--- src/rtl/burst_pkg.sv ---
package burst_pkg;

  typedef enum logic [1:0] {
    OP_IDLE  = 2'd0,
    OP_READ  = 2'd1,
    OP_WRITE = 2'd2,
    OP_PRE   = 2'd3
  } burst_op_e;

  // log2 of the largest supported burst length
  localparam int unsigned BEAT_LOG_MAX = 3;

  function automatic logic [BEAT_LOG_MAX-1:0] len_to_mask(input logic [1:0] sel);
    logic [BEAT_LOG_MAX-1:0] m;
    m = '0;
    for (int i = 0; i < BEAT_LOG_MAX; i++) begin
      if (i < int'(sel)) m[i] = 1'b1;
    end
    return m;
  endfunction

endpackage

--- src/rtl/burst_cmd_decode.sv ---
module burst_cmd_decode
  import burst_pkg::*;
#(
  parameter int unsigned CNT_W = BEAT_LOG_MAX
) (
  input  logic [1:0]       cmd_op,
  input  logic [1:0]       bl_sel,
  input  logic             wr_single,
  output logic             start_go,
  output logic             stop_go,
  output logic             start_is_wr,
  output logic [CNT_W-1:0] start_mask
);

  burst_op_e op;

  always_comb begin
    op          = burst_op_e'(cmd_op);
    start_go    = (op == OP_READ) || (op == OP_WRITE);
    start_is_wr = (op == OP_WRITE);
    stop_go     = (op == OP_PRE);
    if (start_is_wr && wr_single) begin
      start_mask = '0;
    end else begin
      start_mask = len_to_mask(bl_sel);
    end
  end

endmodule

--- src/rtl/burst_beat_track.sv ---
module burst_beat_track #(
  parameter int unsigned COL_W = 10,
  parameter int unsigned CNT_W = 3
) (
  input  logic             clk,
  input  logic             rst_n,
  input  logic             start_go,
  input  logic             stop_go,
  input  logic             start_is_wr,
  input  logic [CNT_W-1:0] start_mask,
  input  logic [COL_W-1:0] start_col,
  input  logic             ilv_in,
  output logic             active,
  output logic [CNT_W-1:0] beat_cnt,
  output logic [CNT_W-1:0] len_mask,
  output logic [COL_W-1:0] base_col,
  output logic             is_wr,
  output logic             ilv_mode
);

  logic             active_d;
  logic [CNT_W-1:0] cnt_d;
  logic             cap_en;
  logic             last_beat;

  always_comb begin
    cap_en    = start_go;
    last_beat = (beat_cnt == len_mask);
    active_d  = active;
    cnt_d     = beat_cnt;
    if (start_go) begin
      active_d = 1'b1;
      cnt_d    = '0;
    end else if (stop_go) begin
      active_d = 1'b0;
      cnt_d    = '0;
    end else if (active) begin
      if (last_beat) begin
        active_d = 1'b0;
        cnt_d    = '0;
      end else begin
        cnt_d = beat_cnt + 1'b1;
      end
    end
  end

  always_ff @(posedge clk or negedge rst_n) begin
    if (!rst_n) begin
      active   <= 1'b0;
      beat_cnt <= '0;
    end else begin
      active   <= active_d;
      beat_cnt <= cnt_d;
    end
  end

  // captured burst parameters, loaded only when a burst starts
  always_ff @(posedge clk or negedge rst_n) begin
    if (!rst_n) begin
      len_mask <= '0;
      base_col <= '0;
      is_wr    <= 1'b0;
      ilv_mode <= 1'b0;
    end else if (cap_en) begin
      len_mask <= start_mask;
      base_col <= start_col;
      is_wr    <= start_is_wr;
      ilv_mode <= ilv_in;
    end
  end

endmodule

--- src/rtl/burst_addr_gen.sv ---
module burst_addr_gen #(
  parameter int unsigned COL_W = 10,
  parameter int unsigned CNT_W = 3
) (
  input  logic [COL_W-1:0] base_col,
  input  logic [CNT_W-1:0] beat_cnt,
  input  logic [CNT_W-1:0] len_mask,
  input  logic             ilv_mode,
  output logic [COL_W-1:0] col_addr
);

  logic [CNT_W-1:0] seq_sum;

  assign seq_sum = base_col[CNT_W-1:0] + beat_cnt;

  for (genvar i = 0; i < COL_W; i++) begin : g_bit
    if (i < CNT_W) begin : g_low
      logic seq_bit;
      logic ilv_bit;
      assign seq_bit     = len_mask[i] ? seq_sum[i] : base_col[i];
      assign ilv_bit     = base_col[i] ^ (beat_cnt[i] & len_mask[i]);
      assign col_addr[i] = ilv_mode ? ilv_bit : seq_bit;
    end else begin : g_high
      assign col_addr[i] = base_col[i];
    end
  end

endmodule

--- src/rtl/burst_col_seq.sv ---
module burst_col_seq
  import burst_pkg::*;
#(
  parameter int unsigned COL_W = 10
) (
  input  logic             clk,
  input  logic             rst_n,
  input  logic [1:0]       cmd_op,
  input  logic [COL_W-1:0] start_col,
  input  logic [1:0]       bl_sel,
  input  logic             ilv_order,
  input  logic             wr_single,
  output logic [COL_W-1:0] col_addr,
  output logic             beat_valid,
  output logic             beat_write,
  output logic             burst_done
);

  localparam int unsigned CNT_W = BEAT_LOG_MAX;

  logic             start_go;
  logic             stop_go;
  logic             start_is_wr;
  logic [CNT_W-1:0] start_mask;
  logic             active;
  logic [CNT_W-1:0] beat_cnt;
  logic [CNT_W-1:0] len_mask;
  logic [COL_W-1:0] base_col;
  logic             is_wr;
  logic             ilv_mode;

  burst_cmd_decode #(.CNT_W(CNT_W)) dec_i (
    .cmd_op      (cmd_op),
    .bl_sel      (bl_sel),
    .wr_single   (wr_single),
    .start_go    (start_go),
    .stop_go     (stop_go),
    .start_is_wr (start_is_wr),
    .start_mask  (start_mask)
  );

  burst_beat_track #(.COL_W(COL_W), .CNT_W(CNT_W)) trk_i (
    .clk         (clk),
    .rst_n       (rst_n),
    .start_go    (start_go),
    .stop_go     (stop_go),
    .start_is_wr (start_is_wr),
    .start_mask  (start_mask),
    .start_col   (start_col),
    .ilv_in      (ilv_order),
    .active      (active),
    .beat_cnt    (beat_cnt),
    .len_mask    (len_mask),
    .base_col    (base_col),
    .is_wr       (is_wr),
    .ilv_mode    (ilv_mode)
  );

  burst_addr_gen #(.COL_W(COL_W), .CNT_W(CNT_W)) agen_i (
    .base_col (base_col),
    .beat_cnt (beat_cnt),
    .len_mask (len_mask),
    .ilv_mode (ilv_mode),
    .col_addr (col_addr)
  );

  assign beat_valid = active;
  assign beat_write = active & is_wr;
  assign burst_done = active & (beat_cnt == len_mask);

endmodule

--- config.mk ---
export PLATFORM = sky130hd
export DESIGN_NAME = burst_col_seq
export DESIGN_NICKNAME = d
export VERILOG_FILES = /design/src/rtl/burst_pkg.sv /design/src/rtl/burst_cmd_decode.sv /design/src/rtl/burst_beat_track.sv /design/src/rtl/burst_addr_gen.sv /design/src/rtl/burst_col_seq.sv
export SDC_FILE = /design/constraint.sdc
export NUM_CORES = 1
export LEC_CHECK = 0
export ABC_AREA = 1
export BUFFER_PORTS_ARGS = -buffer_cell sky130_fd_sc_hd__buf_4
export CAP_MARGIN = 20
export CORE_MARGIN = 10
export CORE_UTILIZATION = 30
export CTS_CLUSTER_DIAMETER = 40
export DETAILED_ROUTE_END_ITERATION = 7
export GPL_TIMING_DRIVEN = 0
export HOLD_SLACK_MARGIN = 0.05
export PLACE_DENSITY = 0.47
export SYNTH_ARGS = -nofsm -noshare
export SYNTH_HDL_FRONTEND = slang
export SYNTH_HIERARCHICAL = 1
export SYNTH_SLANG_ARGS = --single-unit
--- constraint.sdc ---
create_clock -name clk -period 1.81 [get_ports clk]
set_input_delay 0.0905 -clock clk [delete_from_list [all_inputs] [get_ports clk]]
set_output_delay 0.0905 -clock clk [all_outputs]
set_load 0.01 [all_outputs]
### Yosys cells after proc, flatten, opt, wreduce, memory -nomap -nowiden

Cells that the tools add are included.

* memory bits (read-only): 0
* bits in writable memories: 0
* memories kept: 0
* bits of input ports: 18
* register bits: 19
* logic and storage cells: 44
* output and inout port bits: 13
* bits in latches: 0

* equality and inequality tests: 4
* reduce and logical (&&, ||, !) cells: 3
* $mul: 0
* mux-type cells: 18
* divide/modulo/power cells: 0
* shift operators: 0
* order comparisons: 3
* add/sub/neg operators: 2
* bitwise operators: 8

Operators by type and width (count)
* 3-bit 2-to-1 mux: 5
* 1-bit 2-to-1 mux: 13
* 1-bit AND: 5
* 2-bit equality test, second input constant: 2
* 1-bit by 2-bit < comparator with 1-bit output, first input constant: 2
* 3-bit by 1-bit adder with 3-bit output, second input constant: 1
* 3-bit adder: 1
* 3-bit equality test: 1
* 3-bit nonzero test: 1
* 1-bit XOR: 3
* 2-bit by 1-bit equality test with 1-bit output, second input constant: 1
* 2-bit < comparator, first input constant: 1
* 1-bit logical AND: 1
* 1-bit logical OR: 1

### Longest topological paths before layout

Gate-level depths: netlist of run 1.

* depth after elaboration: 5
* gate-level depth with buffers: 8
* gate-level depth less buffers: 8

### Cells and area by module

Netlist of run 1, hierarchy kept.

Modules (own cells, without submodules)
* burst_beat_track: cells each 93, sequential area each 475.5 µm², area an instance 813.3 µm², times used 1
* burst_addr_gen: cells each 34, sequential area each 0.0 µm², area an instance 197.7 µm², times used 1
* burst_col_seq: cells each 19, sequential area each 0.0 µm², area an instance 77.6 µm², times used 1
* burst_cmd_decode: cells each 12, sequential area each 0.0 µm², area an instance 62.6 µm², times used 1

### Worst setup path after synthesis of run 1

OpenSTA, ideal clock, no wires.

* path type: register -> output
* start point: register trk_i.beat_cnt[0]
* end point: output col_addr[1]
* stages on the path, launching flop included: 7
* arrival: 1517 ps
* required time: 1719 ps
* path slack: 202 ps
* buffers on the path: 0
* cells stage by stage: dfrtp_1 ha_1 inv_1 fa_1 nor2_1 a21oi_1 o21ai_0

* cells in the longest elaborated chain, start to end: 3

RTL lines
* start, declared: RTL line burst_beat_track.sv:14 `output logic [CNT_W-1:0] beat_cnt,`
* start signal, assigned: RTL line burst_beat_track.sv:53 `beat_cnt <= cnt_d;`
* 3-bit adder: RTL line burst_addr_gen.sv:14 `assign seq_sum = base_col[CNT_W-1:0] + beat_cnt;`
* 1-bit 2-to-1 mux: RTL line burst_addr_gen.sv:20 `assign seq_bit = len_mask[i] ? seq_sum[i] : base_col[i];`
* 1-bit 2-to-1 mux: RTL line burst_addr_gen.sv:22 `assign col_addr[i] = ilv_mode ? ilv_bit : seq_bit;`
* end, declared: RTL line burst_col_seq.sv:13 `output logic [COL_W-1:0] col_addr,`

No other way between the ends.

### Final worst setup path of run 1

Ends and elaborated chain as after synthesis.

==> results of run 1 <==
-- critical path, delay by kind of cell (launching register included) --
family                   cells  cell delay, ns
adder cells (fa/ha/maj)      2            0.58
flip-flops                   1            0.44
buffers and inverters        2            0.17
AO/OA/AOI/OAI                2            0.17
AND/OR/NAND/NOR              1            0.09
-- layout by cell type, fill, tap and decap left out --
cell	synthesis	final
nand2_1	69	69
buf_4	7	40
inv_1	20	19
dfrtp_1	19	17
dlygate4sd3_1	0	12
nor2_1	7	7
nand3_1	5	5
inv_2	4	5
o21ai_1	4	5
clkbuf_8	0	3
ha_1	4	3
o21ai_0	4	3
a21oi_1	2	2
xnor2_1	2	2
buf_2	2	2
dfrtp_2	0	2
a21oi_2	1	1
o21bai_4	0	1
nand4_1	1	1
nor2_2	1	1
o21ai_2	1	1
fa_2	0	1
ha_4	0	1
clkinv_2	0	1
buf_6	1	1
nor2_8	1	1
or2_0	1	1
-- logic make-up (layout without fill, tap and decap cells) --
| family | count (synthesis) | in the layout |
|---|---|---|
| and+or+nand+nor | 85 | 85 |
| buffers and inverters | 34 | 83 |
| DFF | 19 | 19 |
| AOI/OAI and AO/OA | 13 | 13 |
| adders and majority gates | 5 | 5 |
| xor gates and xnor gates | 2 | 2 |
-- path summary, 6_finish.rpt --
check,slack (ns),startpoint,end,cells past startpoint
max,0.01,trk_i/beat_cnt[0]$_DFFE_PN0P_,col_addr[1],7
min,0.17,bl_sel[1],trk_i/len_mask[1]$_DFFE_PN0P_,5
max reg2reg,0.48,trk_i/beat_cnt[0]$_DFFE_PN0P_,trk_i/beat_cnt[2]$_DFFE_PN0P_,5
min reg2reg,0.47,trk_i/base_col[8]$_DFFE_PN0P_,trk_i/base_col[8]$_DFFE_PN0P_,2
max in group asynchronous,1.35,rst_n,trk_i/beat_cnt[1]$_DFFE_PN0P_,2
min in group asynchronous,0.24,rst_n,trk_i/len_mask[0]$_DFFE_PN0P_,2
-- per-stage QoR --
stage               cells  instance area, µm²  hold WS [ns]  worst slack (ns)
floorplan             158                1150        -0.205             0.202
CTS                   255                1640         0.161          -0.00917
detailed placement    236                1440       -0.0117            0.0796
finish                255                1650         0.169            0.0136
global route          255                1650         0.193           -0.0597
global placement      236                1440       -0.0160             0.116
-- final cells by class --
cell class                 count  share of cell area, %
inverter                      24                   5.45
multi-input combinational    105                   32.5
tap                           48                   3.63
timing repair buffer          45                   22.2
buffer                        10                   4.46
clock inverter                 1                  0.303
sequential                    19                   28.9
clock buffer                   3                   2.50
-- power by group through the flow --
stage	clock network, W	logic, W	registers, W
2_1_floorplan	0	0.000279	0.000550
3_3_place_gp	0	0.000443	0.000565
3_5_place_dp	0	0.000451	0.000567
4_1_cts	0.000321	0.000517	0.000550
5_1_grt	0.000334	0.000577	0.000562
6_report	0.000300	0.000509	0.000550
-- sequential cells by signal, summed over array words and instances, names as in the netlist --
name / cells
trk_i/beat_cnt: 3
trk_i/base_col: 10
trk_i/ilv_mode: 1
trk_i/len_mask: 3
trk_i/is_wr: 1
trk_i/active: 1
-- per-layer routing --
metal | routed length, µm | up-vias | share of wire, % | global-route usage (%)
met5 | 0 | - | 0 | 0
met4 | 33 | 0 | 1.1 | 3.57
met3 | 122 | 2 | 4.2 | 1.86
met2 | 1440 | 15 | 50 | 14.9
met1 | 1280 | 483 | 44 | 10.9
li1 | - | 563 | - | -
-- what timing repair did --
item                                   CTS  global route
setup endpoints to repair                2             2
hold buffers                            12             0
buffers inserted                         3             0
gates resized for setup                  7             1
pin swaps                                2             0
endpoints found under the hold margin   30             0
==> flow_metrics.py, run 1 <==
metrics = {
    "run_status": {
        "status": "finished clean",
    },
    "clock_network": {
        "cts_tree": "done",
        "root_buffer": "clkbuf_8",
        "path_clk_slew_ns": 0.08,
        "clk_path_buf_depth": 2,
        "h-tree-depth": 1,
        "clkSinkCount": 19,
        "clock_latency_ns": 0.26,
        "numCtsBuffers": 3,
    },
    "setup_path": {
        "required_ns": 1.72,
        "cp-start-kind": "register",
        "endpoint_kind": "output port",
        "critPathArrivalTime_ns": 1.71,
        "path_cells": "ha_4, inv_2, fa_2, nor2_1, a21oi_1, o21ai_1, buf_4",
        "crit_type": "register to output port",
        "cpPeakStageDelay_ns": 0.44,
        "critPathSlowestCell": "dfrtp_2",
        "crit_path_max_fanout": 2,
    },
    "sta": {
        "tns_ns": 0,
        "tightest_slew_ns": 0.278,
        "max_freq_ghz": 0.557,
        "period_needed_ns": 1.80,
        "relSlewSlack_pct": 81.4,
        "hold_violations": 0,
        "clock_skew_ns": 0.00754,
        "min_period_over_period_pct": 99.2,
        "slew_violations": 0,
        "rsz0062_at_grt": "yes",
        "finalSetupViolCount": 0,
    },
    "route": {
        "wirelength_um": 2870,
        "wire_per_inst_um": 11.3,
        "drtIter0Drc": 48,
        "viasPerCell": 4.17,
        "ant_nets": 0,
        "via_count": 1063,
        "remaining_drc_errors": 0,
        "drt_first_pass_iters": 4,
    },
    "floorplan": {
        "start_util_pct": 31.2,
        "coreArea_um2": 3690,
        "die_h_um": 81.9,
        "row_count": 22,
        "die_w_um": 81.9,
        "dieArea_um2": 6710,
        "ioPinCount": 31,
    },
    "power_and_ir_drop": {
        "pwr-share-seq_pct": 40.5,
        "share_comb_of_total_power_pct": 37.5,
        "total_power_w": 0.00136,
        "p_clk_share_pct": 22.1,
        "leakage_nw": 0.897,
        "irDropWorstVdd_mv": 0.402,
        "p_per_area_nw_per_um2": 822,
        "switching_power_w": 0.000463,
        "swShare_pct": 34.1,
        "p_int_w": 0.000896,
    },
    "place": {
        "hpwl_um": 2120,
        "place.gp.congestion": 0.769,
        "io_buffers": 30,
    },
    "synth": {
        "async_reset_ff_share_pct": 100,
        "ys.flop_type": "dfrtp_1",
        "synthMuxAreaShare_pct": 0,
        "synth_top_family_by_area": "simple AND/OR/NAND/NOR gates",
        "synth_compound_area_share_pct": 6.52,
        "seq_area_frac_synth_pct": 41.3,
        "ys_ff_latch": 19,
        "ys.warnings.count": 6,
        "syn_area_um2": 1150,
        "synthAdderAreaFrac_pct": 6.09,
        "synth_cells": 158,
        "synth_common_cells": "nand2_1 (69), inv_1 (20), dfrtp_1 (19)",
        "synth.avg_cell_area_um2": 7.29,
        "synth.distinct_cells": 22,
        "synth_edf_count": 0,
        "yosys.area.top_type_share_pct": 41.3,
        "syn_nets": 181,
        "synth_top_area_cell": "dfrtp_1",
        "synth_most_common_cell": "nand2_1",
        "synth-xor-area-share_pct": 1.52,
        "synthSimpleGateAreaFrac_pct": 30.3,
        "synth_top_cells_by_area": "dfrtp_1 (41%), nand2_1 (23%), inv_1 (6.5%), buf_4 (4.6%), ha_1 (4.3%)",
    },
    "cells_and_area": {
        "antennaDiodeCount": 0,
        "multiInputGateArea_um2": 538,
        "drive_above_1_share_pct": 29.5,
        "area_delta_synth_final_pct": 43.7,
        "fillers": 403,
        "finish.net_count": 231,
        "post-route-util_pct": 44.8,
        "seqCellArea_um2": 478,
    },
    "grt": {
        "antenna_found_initial": 0,
        "grt_pass1_vias": 1052,
        "grtUsageTotal_pct": 8.90,
        "grt_overflow_total": 0,
        "grt_max_degree": 20,
        "grt_pass1_wl_um": 4750,
    },
    "worst_hold_path": {
        "min_path_type": "input pin to register",
    },
    "run": {
        "maxCapViolations": 0,
    },
}
Note: power is estimated with default switching activity, not from simulation.
==> run 2: changes to the inputs <==
--- a/config.mk
+++ b/config.mk
@@ -12,9 +12,7 @@
 export CORE_UTILIZATION = 30
 export CTS_CLUSTER_DIAMETER = 40
 export DETAILED_ROUTE_END_ITERATION = 7
-export GPL_TIMING_DRIVEN = 0
 export HOLD_SLACK_MARGIN = 0.05
-export PLACE_DENSITY = 0.47
 export SYNTH_ARGS = -nofsm -noshare
 export SYNTH_HDL_FRONTEND = slang
 export SYNTH_HIERARCHICAL = 1
==> run 2 against run 1 <==
  * Clock power about the same
  * Clock skew down 0.0066 ns
  * Largest power group unchanged
  * Count of clock-buffer cells in the layout unchanged
  * Final cell count down 2.7%
  * Highest routed layer unchanged
==> flow_metrics.py, run 2 (synthesized netlist as in run 1, its figures left out) <==
metrics = {
    "clock_network": {
        "clkSinkCount": 19,
        "path_clk_slew_ns": 0.07,
        "h-tree-depth": 1,
        "cts_tree": "done",
        "root_buffer": "clkbuf_8",
        "clock_latency_ns": 0.26,
        "numCtsBuffers": 3,
        "clk_path_buf_depth": 2,
    },
    "place": {
        "place.gp.congestion": 0.820,
        "dp_slack_ns": 0.229,
        "hpwl_um": 1990,
        "io_buffers": 30,
        "place_area_um2": 1390,
    },
    "floorplan": {
        "row_count": 22,
        "die_h_um": 81.9,
        "die_w_um": 81.9,
        "start_util_pct": 31.2,
        "ioPinCount": 31,
        "dieArea_um2": 6710,
        "coreArea_um2": 3690,
    },
    "cells_and_area": {
        "fillers": 395,
        "design_area_um2": 1590,
        "finish.net_count": 224,
        "antennaDiodeCount": 0,
        "regMostFlops": "trk_i/base_col",
        "drive_above_1_share_pct": 26.0,
        "final_cell_mix": "nand2_1 (69), buf_4 (35), inv_1 (19), dfrtp_1 (19), dlygate4sd3_1 (12)",
        "largest_reg_flops": 10,
        "area_delta_synth_final_pct": 37.7,
        "layout_commonest_cell": "nand2_1",
        "post-route-util_pct": 43.0,
        "reg_top3": "trk_i/base_col x10, trk_i/beat_cnt x3, trk_i/len_mask x3",
    },
    "power_and_ir_drop": {
        "p_int_w": 0.000873,
        "p_per_area_nw_per_um2": 835,
        "total_power_w": 0.00132,
        "switching_power_w": 0.000450,
        "swShare_pct": 34.0,
        "leakage_nw": 0.861,
        "irDropWorstVdd_mv": 0.244,
        "p_clk_share_pct": 22.7,
        "share_comb_of_total_power_pct": 36.3,
        "pwr-share-seq_pct": 41.0,
    },
    "sta": {
        "finalSetupViolCount": 0,
        "slew_violations": 0,
        "period_needed_ns": 1.80,
        "hold_ws_ns": 0.155,
        "setup_ws_ns": 0.00544,
        "min_period_over_period_pct": 99.7,
        "hold_violations": 0,
        "clock_skew_ns": 0.000942,
        "max_freq_ghz": 0.554,
        "relSlewSlack_pct": 73.0,
        "tightest_slew_ns": 0.405,
        "rsz0062_at_grt": "yes",
    },
    "setup_path": {
        "crit_type": "register to output port",
        "cp-start-kind": "register",
        "critPathArrivalTime_ns": 1.71,
        "crit_path_max_fanout": 2,
        "endpoint_kind": "output port",
        "required_ns": 1.72,
    },
    "run": {
        "maxCapViolations": 0,
    },
    "grt": {
        "grtUsageTotal_pct": 8.55,
        "grt_overflow_total": 0,
        "grt_max_degree": 20,
        "antenna_found_initial": 0,
        "grt_pass1_wl_um": 4510,
        "grt_pass1_vias": 1038,
    },
    "worst_hold_path": {
        "min_path_type": "input pin to register",
    },
    "route": {
        "routed.top_layer": "met4",
        "remaining_drc_errors": 0,
        "met1Wirelength_um": 1200,
        "dr_wl_met2_um": 1270,
        "wirelength_um": 2690,
        "via_count": 1048,
        "viasPerCell": 4.23,
        "wire_per_inst_um": 10.8,
        "met3_length_um": 143,
        "ant_nets": 0,
        "drtIter0Drc": 20,
        "drt_first_pass_iters": 4,
    },
    "run_status": {
        "status": "finished clean",
    },
}
[run 2: cell types whose count changed in the layout (fill, tap and decap cells not counted), sizes merged]
cell and delta:
buf -7
[run 2: stage by stage]
step / TNS [ns] / instances
after floorplan: 0 / 158
after global placement: 0 / 229
after detailed placement: 0 / 229
after CTS: 0 / 247
after global routing: -0.158 / 248
final: 0 / 248
[run 2: critical path, cell delays in order, from the launching register on]
cell and delay [ns]:
dfrtp_1 0.38, ha_2 0.19, inv_2 0.05, fa_2 0.42
nor2_2 0.11, a21oi_1 0.04, o21ai_1 0.13, buf_4 0.13
[run 2: power groups by stage]
stage | clock network, W | registers [W] | logic, W
after global placement | 0 | 0.000550 | 0.000431
after global routing | 0.000334 | 0.000552 | 0.000547
after detailed placement | 0 | 0.000553 | 0.000437
after CTS | 0.000318 | 0.000543 | 0.000474
after floorplan | 0 | 0.000550 | 0.000279
final | 0.000301 | 0.000542 | 0.000480
[run 2: worst paths after layout]
kind	start	endpoint	depth (start not counted)	slack [ns]
worst min-delay path	bl_sel[1]	trk_i/len_mask[1]$_DFFE_PN0P_	5	0.16
worst min register to register	trk_i/base_col[8]$_DFFE_PN0P_	trk_i/base_col[8]$_DFFE_PN0P_	2	0.47
min in group asynchronous	rst_n	trk_i/len_mask[1]$_DFFE_PN0P_	2	0.24
worst max-delay path	trk_i/beat_cnt[0]$_DFFE_PN0P_	col_addr[1]	7	0.005
worst max register to register	trk_i/beat_cnt[0]$_DFFE_PN0P_	trk_i/beat_cnt[2]$_DFFE_PN0P_	6	0.44
max in group asynchronous	rst_n	trk_i/base_col[8]$_DFFE_PN0P_	2	1.36
[run 2: area by class of cell]
| class | instances | area, µm² | share of cell area [%] |
|---|---|---|---|
| Clock buffer | 3 | 41.3 | 2.60 |
| Timing Repair Buffer | 48 | 394 | 24.9 |
| Sequential cell | 19 | 475 | 30.0 |
| Inverter | 24 | 90.1 | 5.68 |
| Clock inverter | 1 | 5.00 | 0.316 |
| Multi-Input combinational cell | 105 | 519 | 32.8 |
| Tap cell | 48 | 60.1 | 3.79 |
[run 2: timing repair]
item                                    in CTS  in global routing
resized for setup                            1                  5
pin swaps                                    2                  4
endpoints found under the setup margin       2                  2
hold endpoints to repair                    30                  0
hold buffers                                12                  0
setup buffers                                2                  1
[run 2: per-layer routing]
metal | up-vias | global-route usage [%]
met5 | - | 0
met4 | 0 | 5.61
met3 | 4 | 1.86
met2 | 32 | 14.1
met1 | 461 | 9.76
li1 | 551 | -
